<file path="config.mk">
export PLATFORM = sky130hd
export DESIGN_NAME = serial_reg_slave
export DESIGN_NICKNAME = d
export VERILOG_FILES = /design/src/rtl/srs_pkg.sv /design/src/rtl/srs_edge.sv /design/src/rtl/srs_rx_shift.sv /design/src/rtl/srs_tx_shift.sv /design/src/rtl/serial_reg_slave.sv
export SDC_FILE = /design/constraint.sdc
export NUM_CORES = 1
export LEC_CHECK = 0
export BUFFER_PORTS_ARGS = -buffer_cell sky130_fd_sc_hd__buf_4
export CORE_ASPECT_RATIO = 1.75
export CORE_MARGIN = 5
export CORE_UTILIZATION = 45
export CTS_CLUSTER_SIZE = 28
export DETAILED_ROUTE_END_ITERATION = 7
export PLACE_DENSITY = 0.67
export SYNTH_ARGS = -nofsm -noshare
export SYNTH_HDL_FRONTEND = slang
export SYNTH_SLANG_ARGS = --single-unit
</file>
<file path="constraint.sdc">
create_clock -name clk -period 3.3 [get_ports clk]
set_input_delay 0.165 -clock clk [delete_from_list [all_inputs] [get_ports clk]]
set_output_delay 0.165 -clock clk [all_outputs]
set_load 0.05 [all_outputs]
</file>
<file path="src/rtl/srs_pkg.sv">
package srs_pkg;

   typedef enum logic [2:0] {
      ST_IDLE,
      ST_CMD,
      ST_WR,
      ST_RD,
      ST_HOLD
   } srs_state_e;

   // true when a location of the selected space holds data
   function automatic logic has_storage(input logic ram, input int unsigned addr,
                                        input int unsigned clk_regs,
                                        input int unsigned ram_bytes);
      return ram ? (addr < ram_bytes) : (addr < clk_regs);
   endfunction

   // burst step with wrap after the last stored location
   function automatic int unsigned step_addr(input logic ram, input int unsigned addr,
                                             input int unsigned clk_regs,
                                             input int unsigned ram_bytes);
      int unsigned last;
      last = ram ? (ram_bytes - 1) : (clk_regs - 1);
      return (addr >= last) ? 0 : addr + 1;
   endfunction

endpackage

</file>
<file path="src/rtl/srs_edge.sv">
module srs_edge #(
   parameter int N = 2
) (
   input  logic         clk,
   input  logic         rst_n,
   input  logic [N-1:0] sig_i,
   output logic [N-1:0] rise_o,
   output logic [N-1:0] fall_o
);

   initial assert (N >= 1) else $error("srs_edge: N must be at least 1");

   for (genvar g = 0; g < N; g++) begin : g_bit
      logic last_q;
      always_ff @(posedge clk or negedge rst_n) begin
         if (!rst_n) last_q <= 1'b0;
         else        last_q <= sig_i[g];
      end
      assign rise_o[g] = sig_i[g] & ~last_q;
      assign fall_o[g] = ~sig_i[g] & last_q;
   end

endmodule

</file>
<file path="src/rtl/srs_rx_shift.sv">
module srs_rx_shift #(
   parameter int W = 8
) (
   input  logic         clk,
   input  logic         rst_n,
   input  logic         clr_i,
   input  logic         shift_i,
   input  logic         din_i,
   output logic [W-1:0] word_o,
   output logic         done_o
);

   localparam int CW = (W > 1) ? $clog2(W) : 1;

   initial assert (W == (1 << CW)) else $error("srs_rx_shift: W must be a power of two");

   logic [W-1:0]  acc_q;
   logic [CW-1:0] cnt_q;

   // word including the bit arriving now, LSB first
   always_comb begin
      word_o        = acc_q;
      word_o[cnt_q] = din_i;
   end

   assign done_o = shift_i && (cnt_q == CW'(W - 1));

   always_ff @(posedge clk or negedge rst_n) begin
      if (!rst_n) begin
         acc_q <= '0;
         cnt_q <= '0;
      end else if (clr_i) begin
         acc_q <= '0;
         cnt_q <= '0;
      end else if (shift_i) begin
         acc_q <= word_o;
         cnt_q <= cnt_q + 1'b1;
      end
   end

endmodule

</file>
<file path="src/rtl/srs_tx_shift.sv">
module srs_tx_shift #(
   parameter int W = 8
) (
   input  logic         clk,
   input  logic         rst_n,
   input  logic         clr_i,
   input  logic         load_i,
   input  logic [W-1:0] data_i,
   input  logic         launch_i,
   input  logic         retire_i,
   output logic         sdo_o,
   output logic         oe_o,
   output logic         wrap_o
);

   localparam int CW = (W > 1) ? $clog2(W) : 1;

   initial assert (W == (1 << CW)) else $error("srs_tx_shift: W must be a power of two");

   logic [W-1:0]  hold_q;
   logic [CW-1:0] idx_q;

   assign wrap_o = retire_i && (idx_q == CW'(W - 1));

   always_ff @(posedge clk or negedge rst_n) begin
      if (!rst_n) begin
         hold_q <= '0;
         idx_q  <= '0;
         sdo_o  <= 1'b0;
         oe_o   <= 1'b0;
      end else if (clr_i) begin
         idx_q  <= '0;
         sdo_o  <= 1'b0;
         oe_o   <= 1'b0;
      end else begin
         if (load_i) hold_q <= data_i;
         if (launch_i) begin
            sdo_o <= hold_q[idx_q];
            oe_o  <= 1'b1;
         end
         if (retire_i) begin
            oe_o  <= 1'b0;
            idx_q <= idx_q + 1'b1;
         end
      end
   end

endmodule

</file>
<file path="src/rtl/serial_reg_slave.sv">
module serial_reg_slave
   import srs_pkg::*;
#(
   parameter int DATA_W        = 8,
   parameter int ADDR_W        = 5,
   parameter int CLK_REGS      = 9,
   parameter int RAM_BYTES     = 31,
   parameter int CLK_BURST_MIN = 8
) (
   input  logic              clk,
   input  logic              rst_n,
   input  logic              ce_i,
   input  logic              sclk_i,
   input  logic              sdio_i,
   output logic              sdio_o,
   output logic              sdio_oe_o,
   output logic              reg_rd_o,
   output logic              reg_wr_o,
   output logic [ADDR_W-1:0] reg_addr_o,
   output logic              reg_ram_o,
   output logic [DATA_W-1:0] reg_wdata_o,
   input  logic [DATA_W-1:0] reg_rdata_i,
   output logic              commit_o
);

   localparam int          CMD_W      = ADDR_W + 3;
   localparam int          BURST_CODE = (1 << ADDR_W) - 1;
   localparam logic [ADDR_W-1:0] BURST_A = ADDR_W'(BURST_CODE);
   localparam logic [ADDR_W-1:0] FULL_A  = ADDR_W'(CLK_BURST_MIN - 1);

   initial begin
      assert (CMD_W == DATA_W) else $error("command layout needs DATA_W == ADDR_W + 3");
      assert (CLK_REGS >= 1 && CLK_REGS < BURST_CODE) else $error("CLK_REGS out of range");
      assert (RAM_BYTES >= 1 && RAM_BYTES <= BURST_CODE) else $error("RAM_BYTES out of range");
      assert (CLK_BURST_MIN >= 1 && CLK_BURST_MIN <= CLK_REGS) else $error("CLK_BURST_MIN out of range");
   end

   // ---------------- edges ----------------
   logic [1:0] rise, fall;
   logic sclk_rise, sclk_fall, ce_rise, ce_fall;

   srs_edge #(.N(2)) i_edge (
      .clk   (clk),
      .rst_n (rst_n),
      .sig_i ({ce_i, sclk_i}),
      .rise_o(rise),
      .fall_o(fall)
   );

   assign sclk_rise = rise[0];
   assign sclk_fall = fall[0];
   assign ce_rise   = rise[1];
   assign ce_fall   = fall[1];

   // ---------------- state ----------------
   srs_state_e        state_q;
   logic [ADDR_W-1:0] addr_q;
   logic              ram_q;
   logic              burst_q;
   logic              clk_wr_q;
   logic              clk_full_q;
   logic              st1_go_q, st1_live_q;
   logic              ld_go_q, ld_live_q;

   logic active;
   assign active = ce_i && !ce_rise;

   // ---------------- receive ----------------
   logic              rx_shift, rx_clr, rx_done;
   logic [DATA_W-1:0] rx_word;

   assign rx_shift = active && sclk_rise && (state_q == ST_CMD || state_q == ST_WR);
   assign rx_clr   = ce_rise || ce_fall;

   srs_rx_shift #(.W(DATA_W)) i_rx (
      .clk    (clk),
      .rst_n  (rst_n),
      .clr_i  (rx_clr),
      .shift_i(rx_shift),
      .din_i  (sdio_i),
      .word_o (rx_word),
      .done_o (rx_done)
   );

   // command fields
   logic              cmd_rd, cmd_ram, cmd_ok, cmd_burst;
   logic [ADDR_W-1:0] cmd_addr, cmd_start;

   assign cmd_rd    = rx_word[0];
   assign cmd_addr  = rx_word[ADDR_W:1];
   assign cmd_ram   = rx_word[ADDR_W+1];
   assign cmd_ok    = rx_word[CMD_W-1];
   assign cmd_burst = (cmd_addr == BURST_A);
   assign cmd_start = cmd_burst ? '0 : cmd_addr;

   // ---------------- transmit ----------------
   logic              tx_launch, tx_retire, tx_wrap, tx_clr;
   logic [DATA_W-1:0] tx_data;

   assign tx_launch = active && sclk_fall && (state_q == ST_RD);
   assign tx_retire = active && sclk_rise && (state_q == ST_RD);
   assign tx_clr    = ce_rise || ce_fall;
   assign tx_data   = ld_live_q ? reg_rdata_i : '0;

   srs_tx_shift #(.W(DATA_W)) i_tx (
      .clk     (clk),
      .rst_n   (rst_n),
      .clr_i   (tx_clr),
      .load_i  (ld_go_q),
      .data_i  (tx_data),
      .launch_i(tx_launch),
      .retire_i(tx_retire),
      .sdo_o   (sdio_o),
      .oe_o    (sdio_oe_o),
      .wrap_o  (tx_wrap)
   );

   // ---------------- fetch selection ----------------
   logic              fetch_go, fetch_ram, fetch_live;
   logic [ADDR_W-1:0] fetch_addr, addr_step;

   assign addr_step = ADDR_W'(step_addr(ram_q, 32'(addr_q), CLK_REGS, RAM_BYTES));

   always_comb begin
      fetch_go   = 1'b0;
      fetch_ram  = ram_q;
      fetch_addr = addr_q;
      if (active && state_q == ST_CMD && rx_done && cmd_ok && cmd_rd) begin
         fetch_go   = 1'b1;
         fetch_ram  = cmd_ram;
         fetch_addr = cmd_start;
      end else if (tx_wrap) begin
         fetch_go   = 1'b1;
         fetch_addr = burst_q ? addr_step : addr_q;
      end
   end

   assign fetch_live = has_storage(fetch_ram, 32'(fetch_addr), CLK_REGS, RAM_BYTES);

   logic wr_live;
   assign wr_live = has_storage(ram_q, 32'(addr_q), CLK_REGS, RAM_BYTES);

   // ---------------- control ----------------
   always_ff @(posedge clk or negedge rst_n) begin
      if (!rst_n) begin
         state_q     <= ST_IDLE;
         addr_q      <= '0;
         ram_q       <= 1'b0;
         burst_q     <= 1'b0;
         clk_wr_q    <= 1'b0;
         clk_full_q  <= 1'b0;
         st1_go_q    <= 1'b0;
         st1_live_q  <= 1'b0;
         ld_go_q     <= 1'b0;
         ld_live_q   <= 1'b0;
         reg_rd_o    <= 1'b0;
         reg_wr_o    <= 1'b0;
         reg_addr_o  <= '0;
         reg_ram_o   <= 1'b0;
         reg_wdata_o <= '0;
         commit_o    <= 1'b0;
      end else begin
         reg_rd_o  <= 1'b0;
         reg_wr_o  <= 1'b0;
         commit_o  <= 1'b0;
         st1_go_q  <= 1'b0;
         ld_go_q   <= st1_go_q;
         ld_live_q <= st1_live_q;
         if (ce_fall) begin
            state_q    <= ST_IDLE;
            commit_o   <= clk_wr_q && (!burst_q || clk_full_q);
            clk_wr_q   <= 1'b0;
            clk_full_q <= 1'b0;
            ld_go_q    <= 1'b0;
         end else if (ce_rise) begin
            state_q    <= ST_CMD;
            burst_q    <= 1'b0;
            clk_wr_q   <= 1'b0;
            clk_full_q <= 1'b0;
         end else if (ce_i) begin
            if (fetch_go) begin
               reg_rd_o   <= fetch_live;
               reg_addr_o <= fetch_addr;
               reg_ram_o  <= fetch_ram;
               st1_go_q   <= 1'b1;
               st1_live_q <= fetch_live;
               addr_q     <= fetch_addr;
            end
            case (state_q)
               ST_CMD: if (rx_done) begin
                  if (!cmd_ok) begin
                     state_q <= ST_HOLD;
                  end else begin
                     addr_q  <= cmd_start;
                     ram_q   <= cmd_ram;
                     burst_q <= cmd_burst;
                     state_q <= cmd_rd ? ST_RD : ST_WR;
                  end
               end
               ST_WR: if (rx_done) begin
                  if (wr_live) begin
                     reg_wr_o    <= 1'b1;
                     reg_addr_o  <= addr_q;
                     reg_ram_o   <= ram_q;
                     reg_wdata_o <= rx_word;
                     if (!ram_q) clk_wr_q <= 1'b1;
                  end
                  if (burst_q && !ram_q && addr_q == FULL_A) clk_full_q <= 1'b1;
                  if (burst_q) addr_q  <= addr_step;
                  else         state_q <= ST_HOLD;
               end
               default: ;
            endcase
         end
      end
   end

endmodule

</file>
## After elaboration in Yosys (flattened, before gate mapping)

Index checks and enable logic that the tools add are counted.

- Output and inout port bits: 19
- Input port bits: 13
- Word-level logic and storage cells: 187
- Flip-flop bits (word level): 59

- Equal/unequal tests: 11
- Reductions and logical operators: 45
- Multiplexer cells: 85
- $add $sub $neg: 3
- Order comparisons: 8
- Bitwise logic cells: 11

Operators by type and width:

| operator | number |
|---|---|
| 5-bit two-way mux | 15 |
| 1-bit two-way mux | 51 |
| 3-bit two-way mux | 11 |
| 8-bit two-way mux | 3 |
| 3-bit nonzero test | 6 |
| 1-bit logical AND | 16 |
| 5-bit AND reduction | 3 |
| 2-bit nonzero test | 7 |
| 4-bit inequality test, second input constant | 3 |
| 6-bit AND reduction | 2 |
| 5-bit by 4-bit less-than comparator with 1-bit output, second input constant | 2 |
| 5-bit less-than comparator, second input constant | 2 |
| 5-bit one-hot mux with 2 select lines | 1 |
| 8-bit bitwise mux | 1 |
| 3-bit by 4-bit less-than comparator with 1-bit output, second input constant | 2 |
| 4-bit AND reduction | 2 |
| 1-bit NOT | 7 |
| 3-bit by 1-bit adder with 3-bit output, second input constant | 2 |
| 3-bit by 2-bit equality test with 1-bit output, second input constant | 2 |
| 3-bit equality test, second input constant | 2 |
| 3-bit one-hot mux with 2 select lines | 1 |
| 5-bit by 1-bit adder with 5-bit output, second input constant | 1 |
| 5-bit by 3-bit equality test with 1-bit output, second input constant | 1 |
| 5-bit equality test, second input constant | 1 |
| 12 further kinds | 19 |

## Longest topological paths before layout

- Depth in word-level cells: 17
- Gate-level depth with buffers: 9
- Mapped depth without buffers: 9

## Modules after synthesis

A second synthesis with hierarchy kept.

- Cells, all modules: 354
- Area total of the unflattened synthesis: 3627.2 um2

Modules (own cells, without submodules):

| module | seq. area each (um2) | area an instance (um2) | cells an instance | instances |
|---|---|---|---|---|
| serial_reg_slave | 825.8 | 2143.3 | 238 | 1 |
| srs_rx_shift | 275.3 | 802.0 | 67 | 1 |
| srs_tx_shift | 325.3 | 596.8 | 43 | 1 |
| srs_edge | 50.0 | 85.1 | 6 | 1 |

## Least setup slack after synthesis

No wires, ideal clock.

- Path type: register to register
- From: register i_edge.g_bit[1].last_q
- To: register st1_live_q
- Required time: 3.196 ns
- Period minus slack after synthesis: 2.533 ns
- Path slack: 0.767 ns
- Stages on the path, launching flop included: 9
- Arrival time: 2.430 ns
- Path buffers: 0
- Library setup time: 0.104 ns
- Cell sequence: dfrtp_1 -> ha_1 -> and4bb_2 -> nand3_1 -> nor4_4 -> mux2_2 -> and2_1 -> a41o_1 -> o41ai_2

- Longest elaborated chain between the ends: 13
- Elaborated cells on any way between the ends: 25
- Those cells by class: 2 x order compare; 6 x mux; 5 x bitwise; 12 x reduce/logical

Ends and longest elaborated chain:

| what | line | text |
|---|---|---|
| start, declared | srs_edge.sv:14 | `logic last_q;` |
| start signal, assigned | srs_edge.sv:17 | `else last_q <= sig_i[g];` |
| 1-bit NOT | srs_edge.sv:19 | `assign rise_o[g] = sig_i[g] & ~last_q;` |
| 1-bit bitwise AND | srs_edge.sv:19 |  |
| 1-bit zero test | serial_reg_slave.sv:66 | `assign active = ce_i && !ce_rise;` |
| 1-bit logical AND | serial_reg_slave.sv:66 |  |
| 1-bit logical AND | serial_reg_slave.sv:72, serial_reg_slave.sv:101 |  |
| 1-bit logical AND | serial_reg_slave.sv:72 | `assign rx_shift = active && sclk_rise && (state_q == ST_CMD \|\| state_q == ST_WR);` |
| 1-bit logical AND | srs_rx_shift.sv:26 | `assign done_o = shift_i && (cnt_q == CW'(W - 1));` |
| 1-bit logical AND (3 in series) | serial_reg_slave.sv:128 | `if (active && state_q == ST_CMD && rx_done && cmd_ok && cmd_rd) begin` |
| 5-bit two-way mux | serial_reg_slave.sv:128 |  |
| 5-bit by 4-bit less-than comparator with 1-bit output / 5-bit less-than comparator (equally long branches) | srs_pkg.sv:15 | `return ram ? (addr < ram_bytes) : (addr < clk_regs);` |
| 1-bit two-way mux | srs_pkg.sv:15 |  |
| end signal, assigned | serial_reg_slave.sv:186 | `st1_live_q <= fetch_live;` |
| end, declared | serial_reg_slave.sv:62 | `logic st1_go_q, st1_live_q;` |

Several ways; a longest one is shown, not always the timed one.
A chain may end at the register's enable or synchronous reset.

## Worst setup path in the final report

- From: register i_rx.cnt_q[0]
- To: register st1_live_q

- Longest elaborated chain between the ends: 10
- Elaborated cells on any way between the ends: 20
- Those cells by class: 4 x order compare; 2 x eq/ne; 8 x mux; 6 x reduce/logical

Ends and longest elaborated chain:

| what | line | text |
|---|---|---|
| start, declared | srs_rx_shift.sv:18 | `logic [CW-1:0] cnt_q;` |
| start signal, assigned | srs_rx_shift.sv:37 | `cnt_q <= cnt_q + 1'b1;` |
| 3-bit by 4-bit less-than comparator with 1-bit output (not written as such) / 3-bit by 1-bit >= comparator with 1-bit output (equally long branches) | srs_rx_shift.sv:23 | `word_o[cnt_q] = din_i;` |
| 1-bit logical AND (not written as such) | srs_rx_shift.sv:23 |  |
| 1-bit two-way mux (not written as such) | srs_rx_shift.sv:23 |  |
| 1-bit demux with 3-bit select | -- |  |
| 8-bit bitwise mux | srs_rx_shift.sv:23 |  |
| 5-bit equality test / 1-bit logical AND (equally long branches) | serial_reg_slave.sv:93, serial_reg_slave.sv:128 |  |
| 5-bit two-way mux / 1-bit logical AND (equally long branches) | serial_reg_slave.sv:94, serial_reg_slave.sv:128 |  |
| 5-bit two-way mux | serial_reg_slave.sv:128 |  |
| 5-bit by 4-bit less-than comparator with 1-bit output / 5-bit less-than comparator (equally long branches) | srs_pkg.sv:15 |  |
| 1-bit two-way mux | srs_pkg.sv:15 |  |

Several ways; a longest one is shown, not always the timed one.

==> flow_summary.ini <==
[clock_network]
clk_latency_ns = 0.33
root_buffer = clkbuf_16
clockBufferDepth = 2
numCtsBuffers = 9
clock-sinks = 59
clk_pin_slew_worst_paths_ns = 0.05
cts_tree = built
htree_num_levels = 3

[pwr]
p_total_mw = 2.02
p_leak_nw = 1.80
max-vdd-ir-drop_mv = 0.366
power.density_mw_per_mm2 = 501

[synthesis]
ys_ff_latch = 59
synthArstFlopShare = 1.00
synth_common_cells = 59 x dfrtp_1, 49 x nor2_1, 31 x a21oi_1, 31 x nand2_1, 15 x o21ai_0
netlist_area_sq_mm = 0.00340
yosysMostFrequentCell = dfrtp_1
synth_edf_count = 0
synth_area_per_cell_sq_um = 9.37
synth_cell_types = 62
synth_top_area_share = 0.434
yosysSeqAreaShare = 0.434
synth_cells = 363
synth.yosys.warnings = 0
synth_nets = 389
ys.flop_type = dfrtp_1
yosys-top-cells-area = dfrtp_1 43%, nor2_1 5.4%, ha_1 4.8%
synth_top_area_cell = dfrtp_1

[drt]
drt.antenna.violating_nets = 0
initialDrtViolationCount = 195
vias_per_cell = 5.93
wl_per_cell_microns = 17.8
drt-total-wl_microns = 8700
vias = 2900
drc = 0
first_pass_iters = 5

[die]
fp.dieH_microns = 125
die_x_microns = 75.7
core_area_sq_mm = 0.00746
rows = 42
ios = 32
start_util = 0.456
die_area_sq_mm = 0.00947

[timing]
setup_viol = 0
fin_crit_ns = 2.95
rsz0062_at_grt = no
clock_skew_ns = 0.00501
slew_headroom = 0.420
post-route-period-util = 0.894
slew_violations = 0
setup_ws_ns = 0.351
max_freq_mhz = 339
setup-tns-final_ns = 0
max_slew.worst_pin.slew_ns = 0.869
finalHoldViolations = 0

[setup_path]
timing.reg2reg.setup_slack_ns = 0.35
endpoint_kind = flip-flop
critPathMaxFanout = 12
critPathRequiredTime_ns = 3.53
timing.rr.end = st1_live_q$_DFFE_PN0P_
worst_r2r_path_depth = 8
timing.rr.start = i_rx.cnt_q[0]$_DFFE_PN0P_
criticalPathCategory = flip-flop to flip-flop
worstSetupStartpointType = flip-flop
worstPathArrival_ns = 3.18

[placement]
place_ws_ns = 0.385
hpwlAfterDp_microns = 6400
dp.cells = 471
gp_congestion = 0.992
portBuffers = 31

[final_layout]
syn_to_final_growth_pct = 18.7
n_antenna_cell = 0
final_nets = 422
final-instance-count-excl-fill = 489
drive_above_1_share = 0.177

[global_routing]
grt_max_degree = 60
antenna_found_initial = 0
grt_pass1_vias = 3002
grt_usage = 0.202
grt_pass1_wl_microns = 14700
grt.overflow.total = 0

[hold_path]
hp-class = input pin to flip-flop
hold-path-endpoint = i_edge.g_bit[1].last_q$_DFF_PN0_
min_path_cells = 1
hold_start = ce_i

[run_status]
status = complete, no violations

[flow_run]
maxCapViolCount = 0
-- final cells by class --
type                            count  area [sq um]
Sequential cell                    59          1480
Multi-Input combinational cell    273          1790
Clock inverter                      6          65.1
Clock buffer                       10           239
Inverter                           13          48.8
Fill cell                         713          3420
Tap cell                           88           110
Timing Repair Buffer               40           305
-- where the power goes --
part           total, mW  switching, mW  internal (mW)
Clock              0.936          0.333          0.603
Sequential         0.783         0.0390          0.744
Combinational      0.303          0.181          0.122
-- flip-flops by register name, summed over array words and instances (netlist names), 2 cells and up --
name and flops:
i_tx.idx_q 3, i_tx.hold_q 8, reg_addr_o 5, state_q 3
reg_wdata_o 8, i_rx.cnt_q 3, i_edge.g_bit.last_q 2, addr_q 5
i_rx.acc_q 8
-- worst max-delay path, stage by stage (launching register included) --
cell	delay, ns
dfrtp_1	0.58
ha_1	0.22
ha_1	0.16
nand3_1	0.16
nor4_4	0.59
mux2_2	0.45
and2_1	0.17
a41o_1	0.25
o41ai_2	0.26
-- layer usage --
metal / global-route usage / part of all wire / vias to the layer above
li1: - / - / 1386
met1: 0.226 / 0.39 / 1417
met2: 0.336 / 0.54 / 74
met3: 0.0530 / 0.035 / 23
met4: 0.108 / 0.029 / 0
met5: 0 / 0 / -
-- cells in the final DEF, fill, tap and decap left out, types with 3 or more instances in the layout --
cell,instances
ha_1,13
and3_1,3
nand4_1,3
o22ai_1,10
a21oi_1,31
mux2_2,7
nand3_1,9
nand2_1,31
buf_4,38
inv_1,13
dfrtp_1,59
o21ai_0,15
nor3_1,9
clkbuf_16,9
xnor2_1,4
a31oi_1,6
mux2i_1,14
nand3b_1,5
nor2_1,49
and2_1,4
a211oi_1,11
nand2b_1,4
-- stage by stage --
step	area [sq um]	util	hold slack, ns
final	4040	0.541	0.0218
after global routing	4040	0.541	0.00532
after CTS	4040	0.541	0.00618
after detailed placement	3710	0.498	0.284
after global placement	3710	0.498	0.274
after floorplan	3400	-	-0.131
-- what timing repair did --
item | CTS | global route
resized for setup | 0 | 0
buffers inserted | 0 | 0
hold endpoints to repair | 60 | 0
hold buffers | 2 | 0
-- worst max path at each step --
stage / startpoint / endpoint / slack (ns) / cells past startpoint
final: i_rx.cnt_q[0]$_DFFE_PN0P_ / st1_live_q$_DFFE_PN0P_ / 0.35 / 8
after global routing: i_rx.cnt_q[0]$_DFFE_PN0P_ / reg_addr_o[0]$_DFFE_PN0P_ / 0.07 / 8
after CTS: i_rx.cnt_q[0]$_DFFE_PN0P_ / st1_live_q$_DFFE_PN0P_ / 0.34 / 8
after detailed placement: i_rx.cnt_q[0]$_DFFE_PN0P_ / st1_live_q$_DFFE_PN0P_ / 0.39 / 8
after global placement: i_rx.cnt_q[0]$_DFFE_PN0P_ / st1_live_q$_DFFE_PN0P_ / 0.46 / 8
after floorplan: i_edge.g_bit[1].last_q$_DFF_PN0_ / st1_live_q$_DFFE_PN0P_ / 0.77 / 8
-- kinds of logic (layout without fill, tap and decap cells) --
group,Yosys count,in the layout,synth area share
compound gates,96,96,0.182
xor+xnor,6,6,0.0154
fa+ha+maj,13,13,0.0478
buf+inv,31,69,0.0390
flops,59,59,0.434
mux,24,24,0.0816
simple gates,134,134,0.200
Note: power is estimated with default switching activity, not from simulation.
